### config.mk
export PLATFORM = sky130hd
export DESIGN_NAME = lsu_lane_align
export DESIGN_NICKNAME = d
export VERILOG_FILES = /design/src/rtl/lsa_pkg.sv /design/src/rtl/lsa_addr_gen.sv /design/src/rtl/lsa_store_steer.sv /design/src/rtl/lsa_load_extract.sv /design/src/rtl/lsu_lane_align.sv
export SDC_FILE = /design/constraint.sdc
export NUM_CORES = 1
export LEC_CHECK = 0
export ABC_AREA = 1
export BUFFER_PORTS_ARGS = -buffer_cell sky130_fd_sc_hd__buf_4
export CAP_MARGIN = 30
export CORE_ASPECT_RATIO = 0.9
export CORE_MARGIN = 2
export CORE_UTILIZATION = 45
export CTS_CLUSTER_DIAMETER = 150
export DETAILED_ROUTE_END_ITERATION = 6
export PLACE_DENSITY = 0.81
export SYNTH_ARGS = -nofsm -noshare
export SYNTH_HDL_FRONTEND = slang
export SYNTH_SLANG_ARGS = --single-unit
export TNS_END_PERCENT = 50
### constraint.sdc
create_clock -name clk -period 3.5 [get_ports clk]
set_input_delay 0.7 -clock clk [delete_from_list [all_inputs] [get_ports clk]]
set_output_delay 0.7 -clock clk [all_outputs]
set_load 0.02 [all_outputs]
### src/rtl/lsa_pkg.sv
package lsa_pkg;

    localparam int unsigned WORD_W = 32;
    localparam int unsigned LANE_W = 8;
    localparam int unsigned LANES  = WORD_W / LANE_W;
    localparam int unsigned OFF_W  = $clog2(LANES);
    localparam int unsigned HALF_W = WORD_W / 2;

    typedef enum logic [1:0] {
        ACC_BYTE = 2'd0,
        ACC_HALF = 2'd1,
        ACC_WORD = 2'd2,
        ACC_WIDE = 2'd3
    } acc_size_e;

    typedef struct packed {
        logic             vld;
        acc_size_e        size;
        logic             zext;
        logic [OFF_W-1:0] off;
    } ld_pend_t;

    function automatic logic is_word(acc_size_e s);
        return (s == ACC_WORD) || (s == ACC_WIDE);
    endfunction

    // True when the offset breaks the natural alignment of the size
    function automatic logic misfit(acc_size_e s, logic [OFF_W-1:0] off);
        logic r;
        case (s)
            ACC_BYTE: r = 1'b0;
            ACC_HALF: r = off[0];
            default:  r = (off != '0);
        endcase
        return r;
    endfunction

endpackage

### src/rtl/lsa_addr_gen.sv
module lsa_addr_gen
    import lsa_pkg::*;
#(
    parameter int unsigned DISP_W = 16
) (
    input  logic [WORD_W-1:0] base,
    input  logic [DISP_W-1:0] disp,
    output logic [WORD_W-1:0] word_addr,
    output logic [OFF_W-1:0]  off
);
    localparam int unsigned EXT_W = WORD_W - DISP_W;

    logic [WORD_W-1:0] disp_sx;
    logic [WORD_W-1:0] ea;

    always_comb begin
        disp_sx   = {{EXT_W{disp[DISP_W-1]}}, disp};
        ea        = base + disp_sx;
        off       = ea[OFF_W-1:0];
        word_addr = {ea[WORD_W-1:OFF_W], {OFF_W{1'b0}}};
    end
endmodule

### src/rtl/lsa_store_steer.sv
module lsa_store_steer
    import lsa_pkg::*;
(
    input  acc_size_e         size,
    input  logic [OFF_W-1:0]  off,
    input  logic [WORD_W-1:0] src,
    output logic [LANES-1:0]  be,
    output logic [WORD_W-1:0] wdata
);
    localparam int unsigned LANES_PER_HALF = LANES / 2;

    for (genvar g = 0; g < LANES; g++) begin : g_lane
        localparam logic [OFF_W-1:0] LANE_ID = OFF_W'(g);
        localparam int unsigned      HSLOT   = g % LANES_PER_HALF;

        always_comb begin
            case (size)
                ACC_BYTE: begin
                    be[g]                     = (off == LANE_ID);
                    wdata[g*LANE_W +: LANE_W] = src[LANE_W-1:0];
                end
                ACC_HALF: begin
                    be[g]                     = (off[OFF_W-1] == LANE_ID[OFF_W-1]);
                    wdata[g*LANE_W +: LANE_W] = src[HSLOT*LANE_W +: LANE_W];
                end
                default: begin
                    be[g]                     = 1'b1;
                    wdata[g*LANE_W +: LANE_W] = src[g*LANE_W +: LANE_W];
                end
            endcase
        end
    end
endmodule

### src/rtl/lsa_load_extract.sv
module lsa_load_extract
    import lsa_pkg::*;
(
    input  ld_pend_t          pend,
    input  logic [WORD_W-1:0] rdata,
    output logic [WORD_W-1:0] data
);
    logic [LANE_W-1:0] sel_b;
    logic [HALF_W-1:0] sel_h;
    logic              fill_b;
    logic              fill_h;

    always_comb begin
        sel_b  = rdata[pend.off*LANE_W +: LANE_W];
        sel_h  = rdata[pend.off[OFF_W-1]*HALF_W +: HALF_W];
        fill_b = ~pend.zext & sel_b[LANE_W-1];
        fill_h = ~pend.zext & sel_h[HALF_W-1];
        data   = '0;
        if (pend.vld) begin
            case (pend.size)
                ACC_BYTE: data = {{(WORD_W-LANE_W){fill_b}}, sel_b};
                ACC_HALF: data = {{(WORD_W-HALF_W){fill_h}}, sel_h};
                default:  data = rdata;
            endcase
        end
    end
endmodule

### src/rtl/lsu_lane_align.sv
module lsu_lane_align
    import lsa_pkg::*;
#(
    parameter int unsigned DISP_W = 16
) (
    input  logic              clk,
    input  logic              rst,
    input  logic              req_valid,
    input  logic              req_store,
    input  logic [1:0]        req_size,
    input  logic              req_unsigned,
    input  logic [31:0]       base_addr,
    input  logic [DISP_W-1:0] disp,
    input  logic [31:0]       store_src,
    output logic [31:0]       mem_addr,
    output logic              mem_wr,
    output logic              mem_rd,
    output logic [3:0]        mem_be,
    output logic [31:0]       mem_wdata,
    input  logic [31:0]       mem_rdata,
    output logic              misaligned,
    output logic              load_valid,
    output logic [31:0]       load_data
);
    acc_size_e         size_q;
    logic [OFF_W-1:0]  off;
    logic [LANES-1:0]  be_raw;
    logic              bad_align;
    ld_pend_t          pend_q;

    assign size_q = acc_size_e'(req_size);

    lsa_addr_gen #(.DISP_W(DISP_W)) u_agen (
        .base      (base_addr),
        .disp      (disp),
        .word_addr (mem_addr),
        .off       (off)
    );

    lsa_store_steer u_steer (
        .size  (size_q),
        .off   (off),
        .src   (store_src),
        .be    (be_raw),
        .wdata (mem_wdata)
    );

    always_comb begin
        bad_align  = misfit(size_q, off);
        misaligned = req_valid & bad_align;
        mem_wr     = req_valid & req_store & ~bad_align;
        mem_rd     = req_valid & ~req_store & ~bad_align;
        mem_be     = mem_wr ? be_raw : '0;
    end

    always_ff @(posedge clk) begin
        if (rst) begin
            pend_q <= '0;
        end else begin
            pend_q.vld  <= mem_rd;
            pend_q.size <= size_q;
            pend_q.zext <= req_unsigned;
            pend_q.off  <= off;
        end
    end

    lsa_load_extract u_extr (
        .pend  (pend_q),
        .rdata (mem_rdata),
        .data  (load_data)
    );

    assign load_valid = pend_q.vld;
endmodule

Yosys cells after proc, flatten, opt, wreduce, memory -nomap -nowiden --
Cells that the tools add are included. W data, S select, Z words.
Operators by class: add/sub/neg operators 1, equality and inequality tests 5, shift operators 2, multiplexer cells 11, bitwise gates (word level) 11, reduce and logical (&&, ||, !) cells 5
Operator list (count):
- $pmux W32 S2 | 1
- $add A32 B32 Y32 | 1
- $mux W32 | 1
- $shiftx A32 B6 Y16 | 1
- $shiftx A32 B6 Y8 | 1
- $mux W8 | 2
- $pmux W8 S2 | 1
- $pmux W1 S2 | 5
- $and A1 B1 Y1 | 7
- $eq A2 B1 Y1 const B | 3
- $logic_not A2 Y1 | 3
- $eq A2 B2 Y1 const B | 2
- $mux W4 | 1
- $not A1 Y1 | 4
- $reduce_bool A2 Y1 | 1
- $reduce_or A2 Y1 | 1
Word-level totals: register bits 6

Depth between registers and ports, before layout --
word-level depth 6, mapped depth 12, depth with buffers taken out 12

Modules after synthesis --
From an unflattened synthesis, not the netlist that was laid out.
Second synthesis, totals: cell total of the unflattened synthesis 824, area total of the unflattened synthesis 4155.2 um^2
Modules (own cells, without submodules):
- lsa_addr_gen | times used 1, cells an instance 497, area each 2403.6 um^2
- lsa_load_extract | times used 1, cells an instance 191, area each 919.6 um^2
- lsa_store_steer | times used 1, cells an instance 98, area each 559.3 um^2
- lsu_lane_align | times used 1, cells an instance 38, area each 272.8 um^2

Worst setup path before layout --
Ideal clock, no wire load.
path type input-to-output, start point input port base_addr[0], end point output port mem_be[0], data arrival time 2.236 ns, path slack 0.564 ns, cell stages on the path 9, buffers on the path 0, cell sequence ha_1 inv_1 fa_1 inv_1 o21ai_0 o21ai_1 inv_1 nand3_1 nor2_1
Between the ends: cells in the longest elaborated chain, start to end 6, elaborated cells on any way between the ends 9, classes of those cells 1 x add/sub; 3 x mux; 3 x bitwise; 2 x reduce/logical
RTL lines:
- from (decl) | RTL line lsu_lane_align.sv:12 | input logic [31:0] base_addr,
- $add A32 B32 Y32 (*) | RTL line lsa_addr_gen.sv:18 | ea = base + disp_sx;
- $reduce_bool A2 Y1 | RTL line lsa_pkg.sv:33 | default: r = (off != '0);
- $pmux W1 S2 | RTL line lsa_pkg.sv:30 | case (s)
- $not A1 Y1 | RTL line lsu_lane_align.sv:51 | mem_wr = req_valid & req_store & ~bad_align;
- $and A1 B1 Y1 | RTL line lsu_lane_align.sv:51
- $mux W4 (*) | RTL line lsu_lane_align.sv:53 | mem_be = mem_wr ? be_raw : '0;
- to (decl) | RTL line lsu_lane_align.sv:18 | output logic [3:0] mem_be,
Every way passes the cells marked *; elsewhere a longest branch is shown, timed or not.

Worst setup path in the final report --
start point input port base_addr[0], end point output port mem_be[1]
The elaborated chain is that of the path after synthesis.

==> metrics.md <==
| Metric | Value |
|---|---|
| Height of the die | 90.1 um |
| DRC violations left | 0 |
| RSZ-0062 raised after global routing | false |
| Max Cap Violations | 0 |
| CTS buffer count | 3 |
| Worst hold endpoint | load_valid$_SDFF_PP0_ |
| CTS Sinks | 6 |
| NumNets Final | 1117 |
| Count of pins over their slew limit | 0 |
| Placed insts | 1060 |
| Mapped Area | 3700 um^2 |
| Starting Density | 46.1% |
| Number of enable flip-flop cells after synthesis | 0 |
| Vias in the first global route | 4619 |
| Async SR Flop Fraction | 0% |
| Distinct cells, synth | 35 |
| Final ANT Viol Nets | 0 |
| Largest fanout on the critical path | 5 |
| Final Hold Viols | 0 |
| Syn. warnings | 0 |
| Clock slew at reported path FFs | 30 ps |
| Row count | 31 |
| Avg Inst Size Synth | 4.90 um^2 |
| Critical Path Start Type | primary input |
| Non-Filler Instances | 1063 |
| Share of layout cells above drive strength 1 | 25.6% |
| Total GRT Usage | 29.0% |
| CTS-repair resized insts | 0 |
| Die W | 99.6 um |
| Synth Instances | 756 |
| Dpl hpwl | 11600 um |
| Top FF cell, synth | dfxtp_1 |
| Outcome | finished clean |
| Worst setup margin | 316 ps |
| Root buf cell | clkbuf_8 |
| Cell leakage power | 0.00351 uW |
| Max VDD drop | 132 uV |
| Core Region | 8030 um^2 |
| Largest net degree at the start of global routing | 25 |
| P per Cell Area | 215 nW/um^2 |
| Cts hold-fix bufs | 0 |
| Worst Tran Pin Value | 677 ps |
| Tcrit/Tclk final | 91.0% |
| Worst slew margin | 54.8% |
| CTS tree | done |
| Longest Clk Path Bufs | 2 |
| Total negative slack | 0 ps |
| Hold_sp | req_store |
| F_max | 314 MHz |
| Global-route wire length before repair | 21600 um |
| Die ar. | 8980 um^2 |
| Number of post-CTS setup repair buffers | 0 |
| Diodes inserted | 0 |
| # H-tree levels | 1 |
| Initial antenna violation count | 0 |
| CP arrival | 2480 ps |
| Area Growth Syn to Fin | 46.2% |
| Total number of vias | 5183 |
| Pre-Repair DR Iteration Count | 5 |
| Worst path required time | 2800 ps |
| DRT iter0 DRCs | 295 |
| Post-route cell area | 5420 um^2 |
| Sequential-to-total area share from yosys stat | 3.24% |
| Place WS | 360 ps |
| Total wire length | 13400 um |
| Final setup violation count | 0 |
| Crit. End Element | primary output |
| Final Wtd Congestion | 0.910 |
| Hold Path Depth | 2 |
| Post-placement cell area | 5380 um^2 |
| Routed vias/inst | 4.88 |
| Port Buf Inserts | 220 |
| Wire per inst | 12.6 um |
| Crit path kind | in -> out |
| Synthesized flop and latch total | 6 |
| Crit path time final | 3180 ps |
| Overflow after GRT | 0 |
| Worst min-delay path category | in -> reg |
| Num ports | 223 |
-- how the worst max path moves through the flow --
stage / to / slack, ps / startpoint / depth (start not counted)
floorplan: mem_be[0] / 560 / base_addr[0] / 9
global placement: mem_addr[12] / 400 / base_addr[0] / 11
detailed placement: mem_be[1] / 360 / base_addr[0] / 11
CTS: mem_be[1] / 350 / base_addr[0] / 11
global route: mem_be[1] / 160 / base_addr[0] / 11
finish: mem_be[1] / 320 / base_addr[0] / 11
-- metal layers --
layer	global-route usage (%)	routed length [um]	vias to the layer above
met4	6.28	217	0
met1	41.4	6250	2241
met2	46.3	5760	201
li1	-	-	2725
met3	3.89	1140	16
met5	0	0	-
-- metrics by stage --
| stage | hold slack, ps | utilization [%] | total power [uW] |
|---|---|---|---|
| after detailed placement | 891 | 66.9 | 1050 |
| after global placement | 896 | 66.9 | 1050 |
| after CTS | 664 | 67.5 | 1160 |
| after global routing | 670 | 67.5 | 1260 |
| final | 668 | 67.5 | 1160 |
| after floorplan | 767 | - | 665 |
-- cell usage in the layout (no fill, tap or decap) --
master,instances
fa_1,1
nor2_2,2
xor2_1,12
nand3_1,29
nand3_2,1
a21boi_0,8
inv_1,143
inv_2,3
o21ai_2,1
a21o_1,1
dfxtp_1,6
o221ai_1,7
a21oi_1,34
nand2_2,1
xnor2_1,3
o21bai_1,3
nor3_1,5
o21ai_0,17
inv_6,1
or2_2,8
mux2i_1,7
ha_1,31
nor2_1,84
a21oi_4,1
o21ai_1,1
nor4_1,1
o211ai_1,8
nand4_1,4
conb_1,2
clkbuf_8,3
nand2_1,310
and2_4,1
buf_4,224
nand2_4,1
-- cell usage after synthesis (all sizes together), types with 8 or more instances --
| library cell | number | share of area, % |
|---|---|---|
| nand2 | 312 | 32 |
| inv | 147 | 15 |
| nor2 | 86 | 8.8 |
| a21oi | 35 | 5.0 |
| ha | 31 | 10 |
| nand3 | 30 | 4.2 |
| o21ai | 19 | 2.7 |
| buf | 14 | 3.1 |
| xor2 | 12 | 2.8 |
| a21boi | 8 | 1.6 |
| o211ai | 8 | 1.6 |
| or2 | 8 | 1.4 |
-- sequential cells by signal (all words and copies together) (netlist names) --
| name | cells |
|---|---|
| load_valid | 1 |
| pend_q | 5 |
-- cell type report --
class,count,area [um^2]
multi-input combinational,584,2890
fill,818,2610
timing repair buffer,224,1680
inverter,147,557
tap,99,124
sequential,6,120
clock buffer,3,41.3
-- power by group --
group	switching, uW	leakage (uW)	internal, uW
logic	578	0.00344	405
registers	6.34	0.0000498	73.3
clock network	26.7	0.0000216	73.6
-- cells by family (layout without fill, tap and decap cells) --
| group | Yosys count | count (layout) | share of synthesized area [%] |
|---|---|---|---|
| AND/OR/NAND/NOR | 447 | 447 | 48.0 |
| buffers and inverters | 167 | 374 | 18.8 |
| AO/OA/AOI/OAI | 81 | 81 | 13.4 |
| adder cells (fa/ha/maj) | 32 | 32 | 11.0 |
| XOR/XNOR | 15 | 15 | 3.55 |
| multiplexers | 7 | 7 | 1.89 |
| flip-flops | 6 | 6 | 3.24 |
| other | 1 | 2 | 0.101 |
-- critical path, cell delays in order --
cell	delay, ps
buf_4	100
ha_1	210
inv_1	70
fa_1	540
inv_1	80
o21ai_0	130
o21ai_1	120
inv_1	100
nand3_1	140
nor2_1	130
buf_4	150
No activity file was read; power rests on OpenSTA's default activity.
